==> src/rtl/ctl_pkg.sv <==
package ctl_pkg;

  typedef enum logic [4:0] {
    S_FETCH, S_DECODE, S_EXE_ALU, S_EXE_SHIFT, S_ADDR,
    S_LD_MEM, S_LD_COPY, S_ST_COPY, S_ST_MEM,
    S_BR_CHK, S_BR_TAKEN, S_JR, S_JL_SAVE, S_JL_WB, S_JL_JUMP,
    S_WB_I, S_WB_R
  } state_t;

  typedef enum logic [3:0] {
    C_ALU_R, C_ALU_I, C_SHIFT, C_LOAD, C_STORE,
    C_BEQZ, C_BNEZ, C_JR, C_JALR, C_BAD
  } iclass_t;

  localparam logic [1:0] OP_ADD = 2'd0, OP_SUB = 2'd1, OP_AND = 2'd2, OP_TEQ = 2'd3;
  localparam logic [1:0] BS_B = 2'd0, BS_IMM = 2'd1, BS_ZERO = 2'd2, BS_ONE = 2'd3;
  localparam logic [1:0] CS_ALU = 2'd0, CS_SHIFT = 2'd1, CS_MDR = 2'd2, CS_PC = 2'd3;
  localparam logic [1:0] DS_I = 2'd0, DS_R = 2'd1, DS_LINK = 2'd2;

  localparam logic [5:0] OPC_RTYPE = 6'b000000;
  localparam logic [5:0] OPC_ADDI  = 6'b001011;
  localparam logic [5:0] OPC_SEQI  = 6'b011010;
  localparam logic [5:0] OPC_LOAD  = 6'b100011;
  localparam logic [5:0] OPC_STORE = 6'b101011;
  localparam logic [5:0] OPC_BEQZ  = 6'b000100;
  localparam logic [5:0] OPC_BNEZ  = 6'b000101;
  localparam logic [5:0] OPC_JR    = 6'b010110;
  localparam logic [5:0] OPC_JALR  = 6'b010111;

  localparam logic [5:0] FN_ADD = 6'b100011;
  localparam logic [5:0] FN_SUB = 6'b100010;
  localparam logic [5:0] FN_AND = 6'b100100;
  localparam logic [5:0] FN_SHL = 6'b000000;
  localparam logic [5:0] FN_SHR = 6'b000010;

endpackage

==> src/rtl/ctl_decode.sv <==
module ctl_decode
  import ctl_pkg::*;
#(
  parameter int IR_W = 32,
  parameter int OP_W = 6,
  parameter int FN_W = 6
) (
  input  logic [IR_W-1:0] ir,
  output iclass_t         cls,
  output logic [1:0]      alu_op,
  output logic            shift_right
);
  logic [OP_W-1:0] opc;
  logic [FN_W-1:0] fn;
  logic            dec_unused;

  assign opc = ir[IR_W-1 -: OP_W];
  assign fn  = ir[FN_W-1:0];
  // register and immediate fields belong to the datapath
  assign dec_unused = ^ir[IR_W-OP_W-1:FN_W];

  // class and operation from opcode / function code
  always_comb begin
    cls         = C_BAD;
    alu_op      = OP_ADD;
    shift_right = 1'b0;
    if (opc == OP_W'(OPC_RTYPE)) begin
      if (fn == FN_W'(FN_ADD))      begin cls = C_ALU_R; alu_op = OP_ADD; end
      else if (fn == FN_W'(FN_SUB)) begin cls = C_ALU_R; alu_op = OP_SUB; end
      else if (fn == FN_W'(FN_AND)) begin cls = C_ALU_R; alu_op = OP_AND; end
      else if (fn == FN_W'(FN_SHL)) begin cls = C_SHIFT; shift_right = 1'b0; end
      else if (fn == FN_W'(FN_SHR)) begin cls = C_SHIFT; shift_right = 1'b1; end
    end
    else if (opc == OP_W'(OPC_ADDI))  begin cls = C_ALU_I; alu_op = OP_ADD; end
    else if (opc == OP_W'(OPC_SEQI))  begin cls = C_ALU_I; alu_op = OP_TEQ; end
    else if (opc == OP_W'(OPC_LOAD))  cls = C_LOAD;
    else if (opc == OP_W'(OPC_STORE)) cls = C_STORE;
    else if (opc == OP_W'(OPC_BEQZ))  cls = C_BEQZ;
    else if (opc == OP_W'(OPC_BNEZ))  cls = C_BNEZ;
    else if (opc == OP_W'(OPC_JR))    cls = C_JR;
    else if (opc == OP_W'(OPC_JALR))  cls = C_JALR;
  end
endmodule

==> src/rtl/ctl_memwait.sv <==
module ctl_memwait (
  input  logic clk,
  input  logic rst_n,
  input  logic in_mem,
  input  logic busy,
  output logic strobe,
  output logic done
);
  logic issued_q;

  assign strobe = in_mem & ~issued_q & ~busy;
  assign done   = in_mem &  issued_q & ~busy;

  always_ff @(posedge clk or negedge rst_n) begin
    if (!rst_n)      issued_q <= 1'b0;
    else if (strobe) issued_q <= 1'b1;
    else if (done)   issued_q <= 1'b0;
  end


  one_strobe_chk: assert property (@(posedge clk) disable iff (!rst_n)
    strobe |=> !strobe);


  hold_after_req_chk: assert property (@(posedge clk) disable iff (!rst_n)
    strobe |=> in_mem);


  idle_clear_chk: assert property (@(posedge clk) disable iff (!rst_n)
    !in_mem |-> !issued_q);
endmodule

==> src/rtl/ctl_outputs.sv <==
module ctl_outputs
  import ctl_pkg::*;
(
  input  state_t     state,
  input  iclass_t    cls,
  input  logic [1:0] dec_op,
  input  logic       dec_shr,
  input  logic       strobe,
  input  logic       done,
  output logic       ir_ce,
  output logic       pc_ce,
  output logic       a_ce,
  output logic       b_ce,
  output logic       c_ce,
  output logic       mar_ce,
  output logic       mdr_ce,
  output logic       mdr_sel,
  output logic       mem_rd,
  output logic       mem_wr,
  output logic [1:0] alu_op,
  output logic       alu_a_sel,
  output logic [1:0] alu_b_sel,
  output logic       shift_right,
  output logic [1:0] c_src,
  output logic       gpr_we,
  output logic [1:0] gpr_dst
);
  always_comb begin
    ir_ce = 1'b0; pc_ce = 1'b0; a_ce = 1'b0; b_ce = 1'b0; c_ce = 1'b0;
    mar_ce = 1'b0; mdr_ce = 1'b0; mdr_sel = 1'b0; mem_rd = 1'b0; mem_wr = 1'b0;
    alu_op = OP_ADD; alu_a_sel = 1'b0; alu_b_sel = BS_B; shift_right = 1'b0;
    c_src = CS_ALU; gpr_we = 1'b0; gpr_dst = DS_I;
    case (state)
      S_FETCH:     begin mem_rd = strobe; ir_ce = done; end
      S_DECODE:    begin pc_ce = 1'b1; a_ce = 1'b1; b_ce = 1'b1;
                         alu_a_sel = 1'b1; alu_b_sel = BS_ONE; end
      S_EXE_ALU:   begin c_ce = 1'b1; alu_op = dec_op;
                         alu_b_sel = (cls == C_ALU_I) ? BS_IMM : BS_B; end
      S_EXE_SHIFT: begin c_ce = 1'b1; c_src = CS_SHIFT; shift_right = dec_shr; end
      S_ADDR:      begin mar_ce = 1'b1; alu_b_sel = BS_IMM; end
      S_LD_MEM:    begin mem_rd = strobe; mdr_ce = done; end
      S_LD_COPY:   begin c_ce = 1'b1; c_src = CS_MDR; end
      S_ST_COPY:   begin mdr_ce = 1'b1; mdr_sel = 1'b1; end
      S_ST_MEM:    mem_wr = strobe;
      S_BR_CHK:    begin alu_op = OP_TEQ; alu_b_sel = BS_ZERO; end
      S_BR_TAKEN:  begin pc_ce = 1'b1; alu_a_sel = 1'b1; alu_b_sel = BS_IMM; end
      S_JR,
      S_JL_JUMP:   begin pc_ce = 1'b1; alu_b_sel = BS_ZERO; end
      S_JL_SAVE:   begin c_ce = 1'b1; c_src = CS_PC; end
      S_JL_WB:     begin gpr_we = 1'b1; gpr_dst = DS_LINK; end
      S_WB_I:      begin gpr_we = 1'b1; gpr_dst = DS_I; end
      S_WB_R:      begin gpr_we = 1'b1; gpr_dst = DS_R; end
      default:     ;
    endcase
  end
endmodule

==> src/rtl/mc_sequencer.sv <==
module mc_sequencer
  import ctl_pkg::*;
#(
  parameter int IR_W = 32,
  parameter int OP_W = 6,
  parameter int FN_W = 6
) (
  input  logic            clk,
  input  logic            rst_n,
  input  logic [IR_W-1:0] ir,
  input  logic            mem_busy,
  input  logic            cmp_true,
  output logic            ir_ce,
  output logic            pc_ce,
  output logic            a_ce,
  output logic            b_ce,
  output logic            c_ce,
  output logic            mar_ce,
  output logic            mdr_ce,
  output logic            mdr_sel,
  output logic            mem_rd,
  output logic            mem_wr,
  output logic [1:0]      alu_op,
  output logic            alu_a_sel,
  output logic [1:0]      alu_b_sel,
  output logic            shift_right,
  output logic [1:0]      c_src,
  output logic            gpr_we,
  output logic [1:0]      gpr_dst
);
  state_t     state_q, state_d;
  iclass_t    cls;
  logic [1:0] dec_op;
  logic       dec_shr, in_mem, strobe, done, taken;

  ctl_decode #(.IR_W(IR_W), .OP_W(OP_W), .FN_W(FN_W)) u_dec (
    .ir(ir), .cls(cls), .alu_op(dec_op), .shift_right(dec_shr)
  );

  assign in_mem = (state_q == S_FETCH) || (state_q == S_LD_MEM) || (state_q == S_ST_MEM);

  ctl_memwait u_wait (
    .clk(clk), .rst_n(rst_n), .in_mem(in_mem), .busy(mem_busy),
    .strobe(strobe), .done(done)
  );

  assign taken = (cls == C_BEQZ) ? cmp_true : ~cmp_true;

  always_comb begin
    state_d = state_q;
    case (state_q)
      S_FETCH:     if (done) state_d = S_DECODE;
      S_DECODE:
        case (cls)
          C_ALU_R, C_ALU_I: state_d = S_EXE_ALU;
          C_SHIFT:          state_d = S_EXE_SHIFT;
          C_LOAD, C_STORE:  state_d = S_ADDR;
          C_BEQZ, C_BNEZ:   state_d = S_BR_CHK;
          C_JR:             state_d = S_JR;
          C_JALR:           state_d = S_JL_SAVE;
          default:          state_d = S_FETCH;
        endcase
      S_EXE_ALU:   state_d = (cls == C_ALU_I) ? S_WB_I : S_WB_R;
      S_EXE_SHIFT: state_d = S_WB_R;
      S_ADDR:      state_d = (cls == C_LOAD) ? S_LD_MEM : S_ST_COPY;
      S_LD_MEM:    if (done) state_d = S_LD_COPY;
      S_LD_COPY:   state_d = S_WB_I;
      S_ST_COPY:   state_d = S_ST_MEM;
      S_ST_MEM:    if (done) state_d = S_FETCH;
      S_BR_CHK:    state_d = taken ? S_BR_TAKEN : S_FETCH;
      S_JL_SAVE:   state_d = S_JL_WB;
      S_JL_WB:     state_d = S_JL_JUMP;
      default:     state_d = S_FETCH;
    endcase
  end

  always_ff @(posedge clk or negedge rst_n) begin
    if (!rst_n) state_q <= S_FETCH;
    else        state_q <= state_d;
  end

  ctl_outputs u_out (
    .state(state_q), .cls(cls), .dec_op(dec_op), .dec_shr(dec_shr),
    .strobe(strobe), .done(done),
    .ir_ce(ir_ce), .pc_ce(pc_ce), .a_ce(a_ce), .b_ce(b_ce), .c_ce(c_ce),
    .mar_ce(mar_ce), .mdr_ce(mdr_ce), .mdr_sel(mdr_sel),
    .mem_rd(mem_rd), .mem_wr(mem_wr), .alu_op(alu_op),
    .alu_a_sel(alu_a_sel), .alu_b_sel(alu_b_sel), .shift_right(shift_right),
    .c_src(c_src), .gpr_we(gpr_we), .gpr_dst(gpr_dst)
  );


  decode_after_fetch_chk: assert property (@(posedge clk) disable iff (!rst_n)
    ir_ce |=> (pc_ce && a_ce && b_ce && alu_a_sel));


  strobe_excl_chk: assert property (@(posedge clk) disable iff (!rst_n)
    $onehot0({mem_rd, mem_wr}));


  link_then_jump_chk: assert property (@(posedge clk) disable iff (!rst_n)
    (gpr_we && gpr_dst == DS_LINK) |=> (pc_ce && alu_b_sel == BS_ZERO));


  taken_after_check_chk: assert property (@(posedge clk) disable iff (!rst_n)
    (state_q == S_BR_TAKEN) |-> $past(state_q == S_BR_CHK));
endmodule

==> config.mk <==
export PLATFORM = sky130hd
export DESIGN_NAME = mc_sequencer
export DESIGN_NICKNAME = d
export VERILOG_FILES = /design/src/rtl/ctl_pkg.sv /design/src/rtl/ctl_decode.sv /design/src/rtl/ctl_memwait.sv /design/src/rtl/ctl_outputs.sv /design/src/rtl/mc_sequencer.sv
export SDC_FILE = /design/constraint.sdc
export NUM_CORES = 1
export LEC_CHECK = 0
export ABC_CLOCK_PERIOD_IN_PS = 1800
export CAP_MARGIN = 20
export CORE_ASPECT_RATIO = 0.7
export CORE_MARGIN = 2
export CORE_UTILIZATION = 33
export DETAILED_ROUTE_END_ITERATION = 12
export PLACE_DENSITY = 0.7
export SLEW_MARGIN = 10
export SYNTH_ARGS = -nofsm -noshare
export SYNTH_HDL_FRONTEND = slang
export SYNTH_SLANG_ARGS = --single-unit
==> constraint.sdc <==
create_clock -name clk -period 1.8 [get_ports clk]
set_clock_uncertainty 0.2 [all_clocks]
set_input_delay 0.27 -clock clk [delete_from_list [all_inputs] [get_ports clk]]
set_output_delay 0.27 -clock clk [all_outputs]
set_load 0.02 [all_outputs]
After elaboration in Yosys (flattened, before gate mapping)
Memories as Yosys holds them, arrays and structs flattened.
Index checks and enable logic that the tools add are counted.
- register bits: 6
- bits in latches: 0
- memory bits (writable): 0
- bits in read-only memories: 64
- bits of input ports: 36
- output and inout port bits: 21
- logic and storage cells: 111
- memories: 1
- $add $sub $neg: 0
- $mul: 0
- div/mod/pow operators: 0
- order comparisons: 0
- equality and inequality tests: 34
- shift operators: 0
- multiplexer cells: 53
- bitwise operators: 7
- reduce and logical (&&, ||, !) cells: 14
- memory list (memory ; depth ; bits a word ; rd ports ; clocked after memory_dff ; write ports ; line ; RTL):
    (name not given) ; 16 ; 4 ; 1 ; 0 ; 0 ; mc_sequencer.sv:54 ; case (cls)
- operator list (operator ; count):
    $pmux W5 S12 ; 1
    $mux W4 ; 14
    $eq A5 B4 Y1 const B ; 8
    $eq A6 B6 Y1 const B ; 5
    $mux W1 ; 22
    $eq A5 B3 Y1 const B ; 4
    $mux W5 ; 4
    $eq A6 B5 Y1 const B ; 3
    $mux W2 ; 7
    $eq A6 B3 Y1 const B ; 2
    $logic_not A6 Y1 ; 2
    $eq A5 B2 Y1 const B ; 2
    $pmux W2 S2 ; 2
    $pmux W2 S4 ; 1
    $reduce_or A4 Y1 ; 2
    $eq A6 B2 Y1 const B ; 1
    $eq A6 B4 Y1 const B ; 1
    $ne A2 B1 Y1 const B ; 3
    $pmux W2 S3 ; 1
    $reduce_or A2 Y1 ; 3
    $reduce_or A3 Y1 ; 2
    $eq A5 B1 Y1 const B ; 1
    $eq A5 B5 Y1 const B ; 1
    $logic_not A5 Y1 ; 1
    other kinds (9) ; 15

Logic depth before layout (Yosys ltp)
- depth in word-level cells: 14
- depth in mapped cells: 6
- mapped depth without buffers: 5

Cells and area by module
A second synthesis with hierarchy kept.
- cell total of the unflattened synthesis: 170
- area total of the unflattened synthesis: 1208.7 µm²
- by module, submodules not included (module ; times used ; cells each ; area an instance (µm²) ; sequential area each (µm²)):
    mc_sequencer ; 1 ; 61 ; 483.0 ; 125.1
    ctl_outputs ; 1 ; 59 ; 362.8 ; 0.0
    ctl_decode ; 1 ; 44 ; 296.5 ; 0.0
    ctl_memwait ; 1 ; 6 ; 66.3 ; 25.0

Worst setup path before layout
No wires, ideal clock.
- path type: register -> output
- start: register state_q[2]
- end: output port mem_rd
- data arrival time: 2.159 ns
- required time: 1.330 ns
- setup slack: -0.829 ns
- stages on the path, launching flop included: 5
- buffers on the path: 2
- path through: dfrtp_1 > clkbuf_1 > clkbuf_1 > nand2_1 > a2111oi_0
- cells in the longest elaborated chain, start to end: 6
- elaborated cells on any way between the ends: 9
- those cells by class: eq/ne: 2; mux: 1; bitwise: 2; reduce/logical: 4
- ends and longest elaborated chain (what ; line ; RTL):
    start, declared ; mc_sequencer.sv:31 ; state_t state_q, state_d;
    start signal, assigned ; mc_sequencer.sv:79 ; else state_q <= state_d;
    $eq A5 B3 Y1 / $logic_not A5 Y1 (equally long branches) ; ctl_outputs.sv:33, mc_sequencer.sv:40 ;
    $logic_or A1 B1 Y1 (2 in series) ; mc_sequencer.sv:40 ; assign in_mem = (state_q == S_FETCH) || (state_q == S_LD_MEM) || (state_q == S_ST_MEM);
    $and A1 B1 Y1 (2 in series) ; ctl_memwait.sv:11 ; assign strobe = in_mem & ~issued_q & ~busy;
    $mux W1 * ; ctl_outputs.sv:33 ; case (state)
    end, declared ; mc_sequencer.sv:21 ; output logic mem_rd,
Every way passes the cells marked *; elsewhere a longest branch is shown, timed or not.

Worst setup path after layout
- start: register state_q[4]
- end: output port mdr_ce
- cells in the longest elaborated chain, start to end: 6
- elaborated cells on any way between the ends: 9
- those cells by class: eq/ne: 3; mux: 1; bitwise: 2; reduce/logical: 3
- ends and longest elaborated chain (what ; line ; RTL):
    $eq A5 B3 Y1 / $logic_not A5 Y1 (equally long branches) ; ctl_outputs.sv:33, mc_sequencer.sv:40 ;
    $logic_or A1 B1 Y1 (2 in series) ; mc_sequencer.sv:40 ;
    $and A1 B1 Y1 (2 in series) ; ctl_memwait.sv:12 ; assign done = in_mem & issued_q & ~busy;
    $pmux W1 S2 * ; ctl_outputs.sv:33 ;
    end, declared ; mc_sequencer.sv:19 ; output logic mdr_ce,
Marked as above.

==> flow_results.xml <==
<?xml version="1.0" encoding="UTF-8"?>
<metrics>
  <group name="global_routing">
    <metric name="grt.met2_usage" unit="%">61.7</metric>
    <metric name="global_route.usage.met3" unit="%">6.67</metric>
    <metric name="total_routing_usage_reported_by_global_routing" unit="%">36.1</metric>
    <metric name="gr-total-overflow" unit="">0</metric>
    <metric name="grt_first_pass_wirelength" unit="mm">10.5</metric>
    <metric name="groute.layer.met1.usage" unit="%">42.7</metric>
    <metric name="grt_max_degree" unit="">11</metric>
    <metric name="grt-busiest-layer" unit="">met2</metric>
    <metric name="grt_pass1_vias" unit="">2094</metric>
    <metric name="number_of_antenna_violations_at_the_first_check_in_global_routing" unit="">0</metric>
  </group>
  <group name="synth">
    <metric name="ys.warnings.count" unit="">0</metric>
    <metric name="synth_top_cell_area_share" unit="%">13.0</metric>
    <metric name="post_synthesis_instance_area" unit="µm²">1150</metric>
    <metric name="ys.flop_type" unit="">sky130_fd_sc_hd__dfrtp_1</metric>
    <metric name="synth_cells" unit="">167</metric>
    <metric name="synth.area.top_cells" unit="">sky130_fd_sc_hd__dfrtp_1, sky130_fd_sc_hd__nor2_1, sky130_fd_sc_hd__nor3_1</metric>
    <metric name="synth-edff-count" unit="">0</metric>
    <metric name="netlist-cell-type-count" unit="">53</metric>
    <metric name="synthesis.area_per_instance" unit="µm²">6.89</metric>
    <metric name="synth_nets" unit="">203</metric>
    <metric name="ys_seq_elements" unit="">6</metric>
    <metric name="asyncSetResetFlopFracSynth" unit="%">100</metric>
    <metric name="ys_seq_area_share" unit="%">13.0</metric>
    <metric name="yosys.area.top_type" unit="">sky130_fd_sc_hd__dfrtp_1</metric>
  </group>
  <group name="timing">
    <metric name="finalSetupViolations" unit="">25</metric>
    <metric name="setup_slack" unit="ns">-0.484</metric>
    <metric name="rsz0062_at_grt" unit="">true</metric>
    <metric name="upper_clock_frequency_limit" unit="GHz">0.438</metric>
    <metric name="maxSlewViolCount" unit="">0</metric>
    <metric name="maxSlewHeadroom" unit="%">61.8</metric>
    <metric name="worstMarginPinSlew" unit="ns">0.568</metric>
    <metric name="final_hold_viol_count" unit="">0</metric>
    <metric name="post-route-period-util" unit="%">127</metric>
    <metric name="shortest_period_the_worst_path_allows" unit="ns">2.28</metric>
  </group>
  <group name="run">
    <metric name="drv_cap" unit="">0</metric>
  </group>
  <group name="detailed_routing">
    <metric name="wl_per_cell" unit="µm">25.8</metric>
    <metric name="drt_iter0_drc" unit="">285</metric>
    <metric name="drt_pass1_iterations" unit="">6</metric>
    <metric name="post-route-drc-count" unit="">0</metric>
    <metric name="ant_nets" unit="">0</metric>
    <metric name="routed_wl" unit="mm">8.58</metric>
    <metric name="viasPerCell" unit="">6.73</metric>
    <metric name="vias" unit="">2235</metric>
  </group>
  <group name="floorplan">
    <metric name="initial_core_util" unit="%">35.6</metric>
    <metric name="die_width" unit="µm">74.6</metric>
    <metric name="die-area" unit="µm²">3980</metric>
    <metric name="rows" unit="">17</metric>
    <metric name="fp.dieH" unit="µm">53.4</metric>
    <metric name="num_ports" unit="">57</metric>
    <metric name="core_area" unit="µm²">3230</metric>
  </group>
  <group name="finish">
    <metric name="layout.core_utilization" unit="%">90.2</metric>
    <metric name="final.fill_count" unit="">130</metric>
    <metric name="num_antenna_cells" unit="">0</metric>
    <metric name="final_layout_size_suffix_gt1_share" unit="%">71.6</metric>
    <metric name="syn_to_final_growth" unit="%">153</metric>
    <metric name="nNetsFinal" unit="">323</metric>
  </group>
  <group name="power">
    <metric name="power_frac_clock" unit="%">5.2</metric>
    <metric name="combinationalPowerShare" unit="%">87.7</metric>
    <metric name="total_power" unit="mW">4.19</metric>
    <metric name="worst_ir_drop_vdd" unit="mV">1.27</metric>
    <metric name="power_leakage" unit="nW">1.23</metric>
    <metric name="netSwitchingPower" unit="mW">2.06</metric>
    <metric name="power_frac_seq" unit="%">7.2</metric>
    <metric name="intPower" unit="mW">2.13</metric>
    <metric name="switching_share" unit="%">49.3</metric>
    <metric name="power_density" unit="nW/µm²">1440</metric>
  </group>
  <group name="outcome">
    <metric name="run_status" unit="">finished with violations</metric>
    <metric name="violated_checks" unit="">setup timing</metric>
  </group>
  <group name="placement">
    <metric name="place.detailed.hpwl" unit="mm">3.89</metric>
    <metric name="pre_cts_slack" unit="ns">-1.23</metric>
    <metric name="io_buffers" unit="">36</metric>
    <metric name="gp_congestion" unit="">0.947</metric>
  </group>
  <group name="clocking">
    <metric name="tritoncts" unit="">yes</metric>
    <metric name="insertion_delay" unit="ns">0.24</metric>
    <metric name="cts.reportedPaths.clkPinSlew" unit="ns">0.04</metric>
    <metric name="root_buffer" unit="">sky130_fd_sc_hd__clkbuf_8</metric>
    <metric name="h-tree-depth" unit="">1</metric>
    <metric name="postCtsHoldBufs" unit="">0</metric>
    <metric name="cts_num_sinks" unit="">6</metric>
    <metric name="number_of_clock_buffers_inserted_by_tritoncts" unit="">3</metric>
    <metric name="cts-root-to-sink-buffers" unit="">2</metric>
  </group>
  <group name="critical_path">
    <metric name="cp_data_arrival_time" unit="ns">1.81</metric>
    <metric name="timing_worst_setup_path_type" unit="">reg -&gt; out</metric>
    <metric name="timing.reg2reg.setup_slack" unit="ns">-0.36</metric>
    <metric name="worst-endpoint-required" unit="ns">1.33</metric>
    <metric name="regToRegStartpoint" unit="">state_q[4]</metric>
    <metric name="setup.worst_path.end_class" unit="">primary output</metric>
    <metric name="timing.critical_path.from" unit="">state_q[4]</metric>
    <metric name="crit_path_max_fanout" unit="">4</metric>
    <metric name="critPathLaunchType" unit="">flop</metric>
  </group>
  <group name="hold_path">
    <metric name="worst_hold_path_class" unit="">in -&gt; async</metric>
  </group>
</metrics>
==> critical path: stages (launching register included) <==
cell,delay [ns]
sky130_fd_sc_hd__dfrtp_2,0.45
sky130_fd_sc_hd__or4b_4,0.54
sky130_fd_sc_hd__a21oi_4,0.19
sky130_fd_sc_hd__nor2_4,0.06
sky130_fd_sc_hd__nor4_4,0.15
sky130_fd_sc_hd__buf_4,0.19
==> through the flow <==
step	instances	hold slack, ns	setup TNS, ns	instance area, µm²
2_1_floorplan	167	-0.226	-0.970	1350
3_3_place_gp	305	0.320	-15.31	2170
3_5_place_dp	305	0.328	-16.27	2170
4_1_cts	327	0.0976	-5.50	2640
5_1_grt	332	0.104	-7.55	2920
6_report	332	0.0841	-7.02	2920
==> path summary, 6_finish.rpt <==
path / end / depth (start not counted)
max reg2reg: state_q[1] / 6
min: state_q[3] / 1
max in group asynchronous: state_q[4] / 1
max: mdr_ce / 5
min reg2reg: u_wait.issued_q / 2
min in group clk: u_wait.issued_q / 2
==> state kept, by name, summed over array words and instances, names as in the netlist <==
register         flops
state_q              5
u_wait.issued_q      1
==> layout make-up <==
cell class | count | area [µm²] | area share [%]
Tap cell | 47 | 58.8 | 2.02
Multi-Input combinational cell | 140 | 1450 | 49.7
Inverter | 5 | 18.8 | 0.644
Clock buffer | 3 | 41.3 | 1.42
Sequential cell | 6 | 155 | 5.32
Timing Repair Buffer | 131 | 1190 | 40.9
==> routing by layer <==
metal / wire length, µm / vias to the layer above / share of wire [%]
met4: 713 / 0 / 8.3
met5: 0 / - / 0
met2: 3830 / 231 / 45
met3: 1010 / 82 / 12
li1: - / 865 / -
met1: 3020 / 1057 / 35
==> power groups by stage <==
| stage | clock [mW] | combinational [mW] | sequential, mW |
|---|---|---|---|
| finish | 0.216 | 3.67 | 0.300 |
| global route | 0.220 | 3.75 | 0.305 |
| CTS | 0.200 | 2.92 | 0.271 |
| detailed placement | 0 | 2.29 | 0.251 |
| global placement | 0 | 2.23 | 0.244 |
| floorplan | 0 | 1.30 | 0.246 |
==> synth_stat cells (3+ instances only) <==
master,n
sky130_fd_sc_hd__nand3_1,5
sky130_fd_sc_hd__buf_2,5
sky130_fd_sc_hd__nor3_1,11
sky130_fd_sc_hd__nand2_1,14
sky130_fd_sc_hd__nand4_1,4
sky130_fd_sc_hd__clkbuf_1,6
sky130_fd_sc_hd__a31oi_1,4
sky130_fd_sc_hd__buf_4,3
sky130_fd_sc_hd__nand3b_1,4
sky130_fd_sc_hd__or3_1,4
sky130_fd_sc_hd__inv_1,5
sky130_fd_sc_hd__xnor2_1,3
sky130_fd_sc_hd__nor2_1,15
sky130_fd_sc_hd__nor4_1,5
sky130_fd_sc_hd__o21ai_0,8
sky130_fd_sc_hd__dfrtp_1,6
sky130_fd_sc_hd__nor2b_1,8
sky130_fd_sc_hd__nand2b_1,6
sky130_fd_sc_hd__a21oi_1,7
==> layout by cell type (no fill, tap or decap), types with 5 or more instances in the layout <==
cell	n
sky130_fd_sc_hd__nand2_1	8
sky130_fd_sc_hd__buf_8	5
sky130_fd_sc_hd__dlygate4sd2_1	6
sky130_fd_sc_hd__buf_6	44
sky130_fd_sc_hd__nor2_4	8
sky130_fd_sc_hd__inv_1	5
sky130_fd_sc_hd__buf_4	69
sky130_fd_sc_hd__nor2_1	5
sky130_fd_sc_hd__nor3_2	5
sky130_fd_sc_hd__nand2b_1	5
==> repair_timing <==
action | CTS | global route
pin swaps | 30 | 31
setup endpoints to repair | 26 | 26
setup buffers | 20 | 13
gates resized for setup | 219 | 63
==> logic make-up after synthesis <==
family,Yosys count,share of synthesized area [%]
xor gates and xnor gates,4,3.04
AOI/OAI and AO/OA,39,25.2
DFF,6,13.0
and+or+nand+nor,95,47.5
buffers and inverters,21,9.35
muxes,2,1.85
Power figures use the tool's default switching activity.
